## src/rtl/cmd_dec_pkg.sv

```systemverilog
package cmd_dec_pkg;
  localparam int WORD_W = 16;
  localparam int ADDR_W = 16;
  localparam int CODE_W = 6;
  localparam int IDX_W  = 5;
  localparam logic [1:0] REG_TAG   = 2'b10;
  localparam logic [1:0] FILL_MODE = 2'b10;

  typedef enum logic [1:0] {
    CW_NONE,
    CW_REG,
    CW_FIRST,
    CW_SECOND
  } cw_kind_e;
endpackage

```

## src/rtl/cmd_rst_sync.sv

```systemverilog
module cmd_rst_sync #(
  parameter int STAGES = 2
) (
  input  logic clk,
  input  logic rst_n,
  output logic rst_sync_n
);
  logic [STAGES-1:0] sr_q;

  always_ff @(posedge clk or negedge rst_n) begin
    if (!rst_n) sr_q <= '0;
    else        sr_q <= {sr_q[STAGES-2:0], 1'b1};
  end

  assign rst_sync_n = sr_q[STAGES-1];
endmodule

```

## src/rtl/cmd_regwr.sv

```systemverilog
module cmd_regwr
  import cmd_dec_pkg::*;
#(
  parameter int NUM_REGS = 24,
  parameter int REG_W    = 8
) (
  input  logic                 clk,
  input  logic                 rst_n,
  input  logic                 is_reg,
  input  logic [WORD_W-1:0]    wdata,
  output logic                 reg_we,
  output logic [IDX_W-1:0]     reg_idx,
  output logic [REG_W-1:0]     reg_wdata
);
  logic             we_d;
  logic [IDX_W-1:0] idx_d;

  always_comb begin
    idx_d = wdata[8 +: IDX_W];
    we_d  = is_reg && (int'(idx_d) < NUM_REGS);
  end

  always_ff @(posedge clk or negedge rst_n) begin
    if (!rst_n) begin
      reg_we    <= 1'b0;
      reg_idx   <= '0;
      reg_wdata <= '0;
    end else begin
      reg_we <= we_d;
      if (we_d) begin
        reg_idx   <= idx_d;
        reg_wdata <= wdata[REG_W-1:0];
      end
    end
  end

  // a strobe never carries an out-of-range index
  a_r3_idx_in_range: assert property (@(posedge clk) disable iff (!rst_n)
    reg_we |-> (int'(reg_idx) < NUM_REGS));

  // the strobe lasts one cycle unless a new register write arrived
  a_r2_single_pulse: assert property (@(posedge clk) disable iff (!rst_n)
    (reg_we && !is_reg) |=> !reg_we);
endmodule

```

## src/rtl/cmd_latch.sv

```systemverilog
module cmd_latch
  import cmd_dec_pkg::*;
(
  input  logic              clk,
  input  logic              rst_n,
  input  logic              is_first,
  input  logic              is_second,
  input  logic              rd_clr,
  input  logic [WORD_W-1:0] wdata,
  output logic [ADDR_W-1:0] cmd_addr,
  output logic [CODE_W-1:0] cmd_code,
  output logic              cmd_pending
);
  logic [ADDR_W-1:0] addr_d;
  logic [CODE_W-1:0] code_d;
  logic              pend_d;
  logic              load_en;

  always_comb begin
    addr_d  = cmd_addr;
    code_d  = cmd_code;
    pend_d  = cmd_pending;
    load_en = is_first || is_second || rd_clr;
    if (is_first) begin
      addr_d[13:0] = wdata[13:0];
      code_d[1:0]  = wdata[15:14];
      pend_d       = 1'b1;
    end else if (is_second) begin
      addr_d[15:14] = wdata[1:0];
      code_d[5:2]   = wdata[7:4];
      pend_d        = 1'b0;
    end else if (rd_clr) begin
      pend_d = 1'b0;
    end
  end

  always_ff @(posedge clk or negedge rst_n) begin
    if (!rst_n) begin
      cmd_addr    <= '0;
      cmd_code    <= '0;
      cmd_pending <= 1'b0;
    end else if (load_en) begin
      cmd_addr    <= addr_d;
      cmd_code    <= code_d;
      cmd_pending <= pend_d;
    end
  end

  // second word keeps the low address bits and low code bits
  a_r5_low_bits_kept: assert property (@(posedge clk) disable iff (!rst_n)
    is_second |=> (cmd_addr[13:0] == $past(cmd_addr[13:0])) &&
                  (cmd_code[1:0] == $past(cmd_code[1:0])));

  // first word keeps the high address bits and high code bits
  a_r4_high_bits_kept: assert property (@(posedge clk) disable iff (!rst_n)
    is_first |=> (cmd_addr[15:14] == $past(cmd_addr[15:14])) &&
                 (cmd_code[5:2] == $past(cmd_code[5:2])));

  // a port read with no first word leaves nothing pending
  a_r9_read_clears: assert property (@(posedge clk) disable iff (!rst_n)
    (rd_clr && !is_first) |=> !cmd_pending);
endmodule

```

## src/rtl/cmd_dma_ctl.sv

```systemverilog
module cmd_dma_ctl
  import cmd_dec_pkg::*;
(
  input  logic       clk,
  input  logic       rst_n,
  input  logic       is_second,
  input  logic       code_go,
  input  logic [1:0] dma_mode,
  input  logic       data_wr,
  output logic       dma_start,
  output logic       cpu_stall,
  output logic       fill_armed
);
  logic start_d;
  logic stall_d;
  logic armed_d;

  always_comb begin
    start_d = 1'b0;
    stall_d = 1'b0;
    armed_d = fill_armed;
    if (is_second) begin
      armed_d = 1'b0;
      if (code_go) begin
        if (dma_mode == FILL_MODE) begin
          armed_d = 1'b1;
        end else begin
          start_d = 1'b1;
          stall_d = !dma_mode[1];
        end
      end
    end else if (data_wr && fill_armed) begin
      start_d = 1'b1;
      armed_d = 1'b0;
    end
  end

  always_ff @(posedge clk or negedge rst_n) begin
    if (!rst_n) begin
      dma_start  <= 1'b0;
      cpu_stall  <= 1'b0;
      fill_armed <= 1'b0;
    end else begin
      dma_start  <= start_d;
      cpu_stall  <= stall_d;
      fill_armed <= armed_d;
    end
  end

  // a stall request only accompanies a start
  a_r6_stall_with_start: assert property (@(posedge clk) disable iff (!rst_n)
    cpu_stall |-> dma_start);

  // armed fill released by a data write starts without stall
  a_r7_fill_release: assert property (@(posedge clk) disable iff (!rst_n)
    (fill_armed && data_wr && !is_second) |=> (dma_start && !cpu_stall && !fill_armed));

  // never armed and starting at once
  a_r7_arm_excl: assert property (@(posedge clk) disable iff (!rst_n)
    !(fill_armed && dma_start));
endmodule

```

## src/rtl/ctrl_cmd_decoder.sv

```systemverilog
module ctrl_cmd_decoder
  import cmd_dec_pkg::*;
#(
  parameter int NUM_REGS    = 24,
  parameter int REG_W       = 8,
  parameter int SYNC_STAGES = 2
) (
  input  logic              clk,
  input  logic              rst_n,
  input  logic              ctl_wr,
  input  logic [WORD_W-1:0] ctl_wdata,
  input  logic              port_rd,
  input  logic              data_wr,
  input  logic [1:0]        dma_mode,
  output logic              reg_we,
  output logic [IDX_W-1:0]  reg_idx,
  output logic [REG_W-1:0]  reg_wdata,
  output logic [ADDR_W-1:0] cmd_addr,
  output logic [CODE_W-1:0] cmd_code,
  output logic              cmd_pending,
  output logic              fill_armed,
  output logic              dma_start,
  output logic              cpu_stall
);
  logic     rst_int_n;
  logic     pend_live;
  cw_kind_e kind;

  cmd_rst_sync #(.STAGES(SYNC_STAGES)) u_rst (
    .clk        (clk),
    .rst_n      (rst_n),
    .rst_sync_n (rst_int_n)
  );

  always_comb begin
    pend_live = cmd_pending && !port_rd;
    if (!ctl_wr)                          kind = CW_NONE;
    else if (pend_live)                   kind = CW_SECOND;
    else if (ctl_wdata[15:14] == REG_TAG) kind = CW_REG;
    else                                  kind = CW_FIRST;
  end

  cmd_regwr #(.NUM_REGS(NUM_REGS), .REG_W(REG_W)) u_regwr (
    .clk       (clk),
    .rst_n     (rst_int_n),
    .is_reg    (kind == CW_REG),
    .wdata     (ctl_wdata),
    .reg_we    (reg_we),
    .reg_idx   (reg_idx),
    .reg_wdata (reg_wdata)
  );

  cmd_latch u_latch (
    .clk         (clk),
    .rst_n       (rst_int_n),
    .is_first    (kind == CW_FIRST),
    .is_second   (kind == CW_SECOND),
    .rd_clr      (port_rd),
    .wdata       (ctl_wdata),
    .cmd_addr    (cmd_addr),
    .cmd_code    (cmd_code),
    .cmd_pending (cmd_pending)
  );

  cmd_dma_ctl u_dma (
    .clk        (clk),
    .rst_n      (rst_int_n),
    .is_second  (kind == CW_SECOND),
    .code_go    (ctl_wdata[7]),
    .dma_mode   (dma_mode),
    .data_wr    (data_wr),
    .dma_start  (dma_start),
    .cpu_stall  (cpu_stall),
    .fill_armed (fill_armed)
  );

  // a write while pending never becomes a register write
  a_r5_no_strobe_on_second: assert property (@(posedge clk) disable iff (!rst_int_n)
    (ctl_wr && cmd_pending && !port_rd) |=> !reg_we);

  // outputs idle while reset is held
  a_r1_reset_idle: assert property (@(posedge clk)
    !rst_n |-> (!cmd_pending && !dma_start && !reg_we && !fill_armed));

  // address and code only move on a control write
  a_r2_hold_without_write: assert property (@(posedge clk) disable iff (!rst_int_n)
    !ctl_wr |=> ($stable(cmd_addr) && $stable(cmd_code)));
endmodule

```

## config.mk

```make
export PLATFORM = sky130hd
export DESIGN_NAME = ctrl_cmd_decoder
export DESIGN_NICKNAME = d
export VERILOG_FILES = /design/src/rtl/cmd_dec_pkg.sv /design/src/rtl/cmd_rst_sync.sv /design/src/rtl/cmd_regwr.sv /design/src/rtl/cmd_latch.sv /design/src/rtl/cmd_dma_ctl.sv /design/src/rtl/ctrl_cmd_decoder.sv
export SDC_FILE = /design/constraint.sdc
export NUM_CORES = 1
export LEC_CHECK = 0
export CAP_MARGIN = 30
export CORE_UTILIZATION = 42
export CTS_BUF_LIST = sky130_fd_sc_hd__clkbuf_8
export DETAILED_ROUTE_END_ITERATION = 10
export DONT_BUFFER_PORTS = 1
export MAX_ROUTING_LAYER = met4
export PLACE_DENSITY = 0.54
export SLEW_MARGIN = 20
export SYNTH_ARGS = -nofsm -noshare
export SYNTH_HDL_FRONTEND = slang
export SYNTH_SLANG_ARGS = --single-unit
```

## constraint.sdc

```tcl
create_clock -name clk -period 2.1 [get_ports clk]
set_input_delay 0.315 -clock clk [delete_from_list [all_inputs] [get_ports clk]]
set_output_delay 0.315 -clock clk [all_outputs]
set_load 0.01 [all_outputs]
```

==> results_dict.tcl <==
set metrics [dict create \
    grt_max_degree 41 \
    critPathRequiredTime_ps 2270 \
    route.detailed.drc 0 \
    placed_area_um2 1680 \
    fmax_mhz 697 \
    htreeDepth 2 \
    dp_hpwl_um 1840 \
    num_rows 22 \
    ir_drop_v 0.000446 \
    via_per_inst 5.30 \
    rsz0062_at_grt "false" \
    drive_gt1_share_pct 43.8 \
    min_path_type "in2reg" \
    clkTransAtPathRegs_ps 70 \
    core_area_um2 3720 \
    netlist.area_leader.share_pct 63.7 \
    hold_violations 0 \
    port_buffers 0 \
    ys_ff_latch 42 \
    finish.utilization_pct 48.2 \
    grt_usage_pct 14.5 \
    grt_pass1_wl_um 4300 \
    routabilityCongestion 0.667 \
    leakage_nw 0.814 \
    insertedDiodeCount 0 \
    drt-total-wl_um 2680 \
    drtIter0Drc 37 \
    startpoint_type "register" \
    cp_max_fo 14 \
    die_h_um 64.7 \
    syn_avg_cell_area_um2 16.5 \
    ys_seq_area_share_pct 63.7 \
    end_kind "register" \
    antenna_found_initial 0 \
    ant_nets 0 \
    maxCapViolations 0 \
    skew_ps 3.07 \
    syn-instance-count 100 \
    stdcell_area_um2 1790 \
    grt.overflow.total 0 \
    power_mw 1.85 \
    cts_tree "done" \
    crit_arrival_ps 1600 \
    synth.area.top_cells "dfrtp_1 64%, mux2_2 16%, mux2_4 8.2%" \
    die_w_um 64.7 \
    max_slew_margin_pct 66.1 \
    layout_min_cycle_time_ps 1430 \
    wire_per_inst_um 17.5 \
    finalSetupViolations 0 \
    path_class "reg2reg" \
    clkLatencyLatePin_ps 280 \
    cts_resized 0 \
    post_cts_buffers 0 \
    worst_pin_slew_ps 508 \
    grt_pass1_vias 915 \
    min_period_over_period_pct 68.3 \
    hold_depth 1 \
    clock_path_buffers 2 \
    cts_made_buffers 5 \
    yosys.cell_types.count 18 \
    io_pins 63 \
    initial_core_util_pct 44.4 \
    die_area_um2 4180 \
    cts.sinks 42 \
    powerDensity_nw_per_um2 1030 \
    path_cells "nand2b_2 -> nand4_4 -> mux2_4" \
    reg2regPathDepth 3 \
    synth_area_leader_cell "dfrtp_1" \
    via_count 811 \
    syn_to_final_growth_pct 8.73 \
    slew_viol_final 0 \
    drt_pass1_iterations 3 \
    nFillCells 338 \
    netlist_area_um2 1650 \
    slowest_stage "dfrtp_1" \
    cts.hold.buffers_added 1 \
    synth_nets 123 \
    slowest_delay_ps 430 \
    nets 129 \
    status "finished clean" \
    yosys_warnings 0 \
    setup_tns_ps 0 \
    ctsRootBufferMaster "clkbuf_8" \
]
## placed cells by master, fill, tap and decap left out, drive strengths merged
master and count:
dfrtp 42, mux2 33, clkbuf 6, nand3b 5
o21ai 4, inv 3, nand3 2, nor3b 1
nand2b 1, nor2b 1, nand2 1, nand4 1
a21boi 1, a21bo 1, dlygate4sd3 1, buf 1
conb 1
## through the flow
step | setup WS (ps) | instances | hold WS [ps]
2_1_floorplan | 807 | 100 | 19.4
3_3_place_gp | 673 | 145 | 19.5
3_5_place_dp | 651 | 145 | 19.5
4_1_cts | 638 | 152 | 78.6
5_1_grt | 582 | 153 | 77.2
6_report | 666 | 153 | 92.3
## report_power, final
group | switching, mW | internal (mW) | leakage (nW) | total (mW)
registers | 0.180 | 0.961 | 0.503 | 1.14
logic | 0.0667 | 0.151 | 0.267 | 0.218
clock network | 0.242 | 0.253 | 0.0431 | 0.495
## cell usage after synthesis, drive strengths merged
master and number:
dfrtp 42, mux2 33, nand3b 5, o21ai 4
buf 3, inv 3, nand3 2, a21bo 1
a21boi 1, conb 1, nand2 1, nand2b 1
nand4 1, nor2b 1, nor3b 1
## critical path, delay by kind of cell (launching register included)
kind / cells / cell delay, ps
flip-flops: 1 / 430
multiplexers: 1 / 390
AND/OR/NAND/NOR: 2 / 490
## per-layer routing
metal  vias up  share of wire (%)  GRT usage, %
li1        358                  -             -
met1       405                 41          16.9
met2        43                 46          21.2
met3         5                 11          7.22
met4         0                1.8          5.83
met5         -                  0             -
## cells by family (layout without fill, tap and decap cells)
group	count (synthesis)	in the layout	synth area share, %
AOI/OAI and AO/OA	6	6	2.28
buffers and inverters	6	11	2.50
other	1	1	0.227
DFF	42	42	63.7
muxes	33	33	24.6
and+or+nand+nor	12	12	6.68
## final timing paths
path / start / to / slack (ps)
worst max-delay path: u_latch.cmd_pending / u_regwr.reg_idx[4] / 670
worst min-delay path: dma_mode[1] / u_dma.cpu_stall / 90
worst max register to register: u_latch.cmd_pending / u_regwr.reg_idx[4] / 670
worst min register to register: u_rst.sr_q[1] / u_regwr.reg_idx[1] / 190
max in group asynchronous: u_rst.sr_q[1] / u_latch.cmd_code[5] / 1460
min in group asynchronous: u_rst.sr_q[1] / u_regwr.reg_idx[1] / 190
## state kept, by name, summed over array words and instances, names as in the netlist
| register | cells |
|---|---|
| u_regwr.reg_idx | 5 |
| u_latch.cmd_code | 6 |
| u_latch.cmd_addr | 16 |
| u_latch.cmd_pending | 1 |
| u_regwr.reg_we | 1 |
| u_dma.dma_start | 1 |
| u_dma.cpu_stall | 1 |
| u_dma.fill_armed | 1 |
| u_rst.sr_q | 2 |
| u_regwr.reg_wdata | 8 |
## cell type report
class | instances | area (um^2) | share of cell area [%]
multi-input combinational | 52 | 557 | 31.1
tap | 48 | 60.1 | 3.35
clock buffer | 6 | 82.6 | 4.61
timing repair buffer | 2 | 30.0 | 1.67
sequential | 42 | 1050 | 58.7
inverter | 3 | 11.3 | 0.628
(Power assumes the default switching activity.)
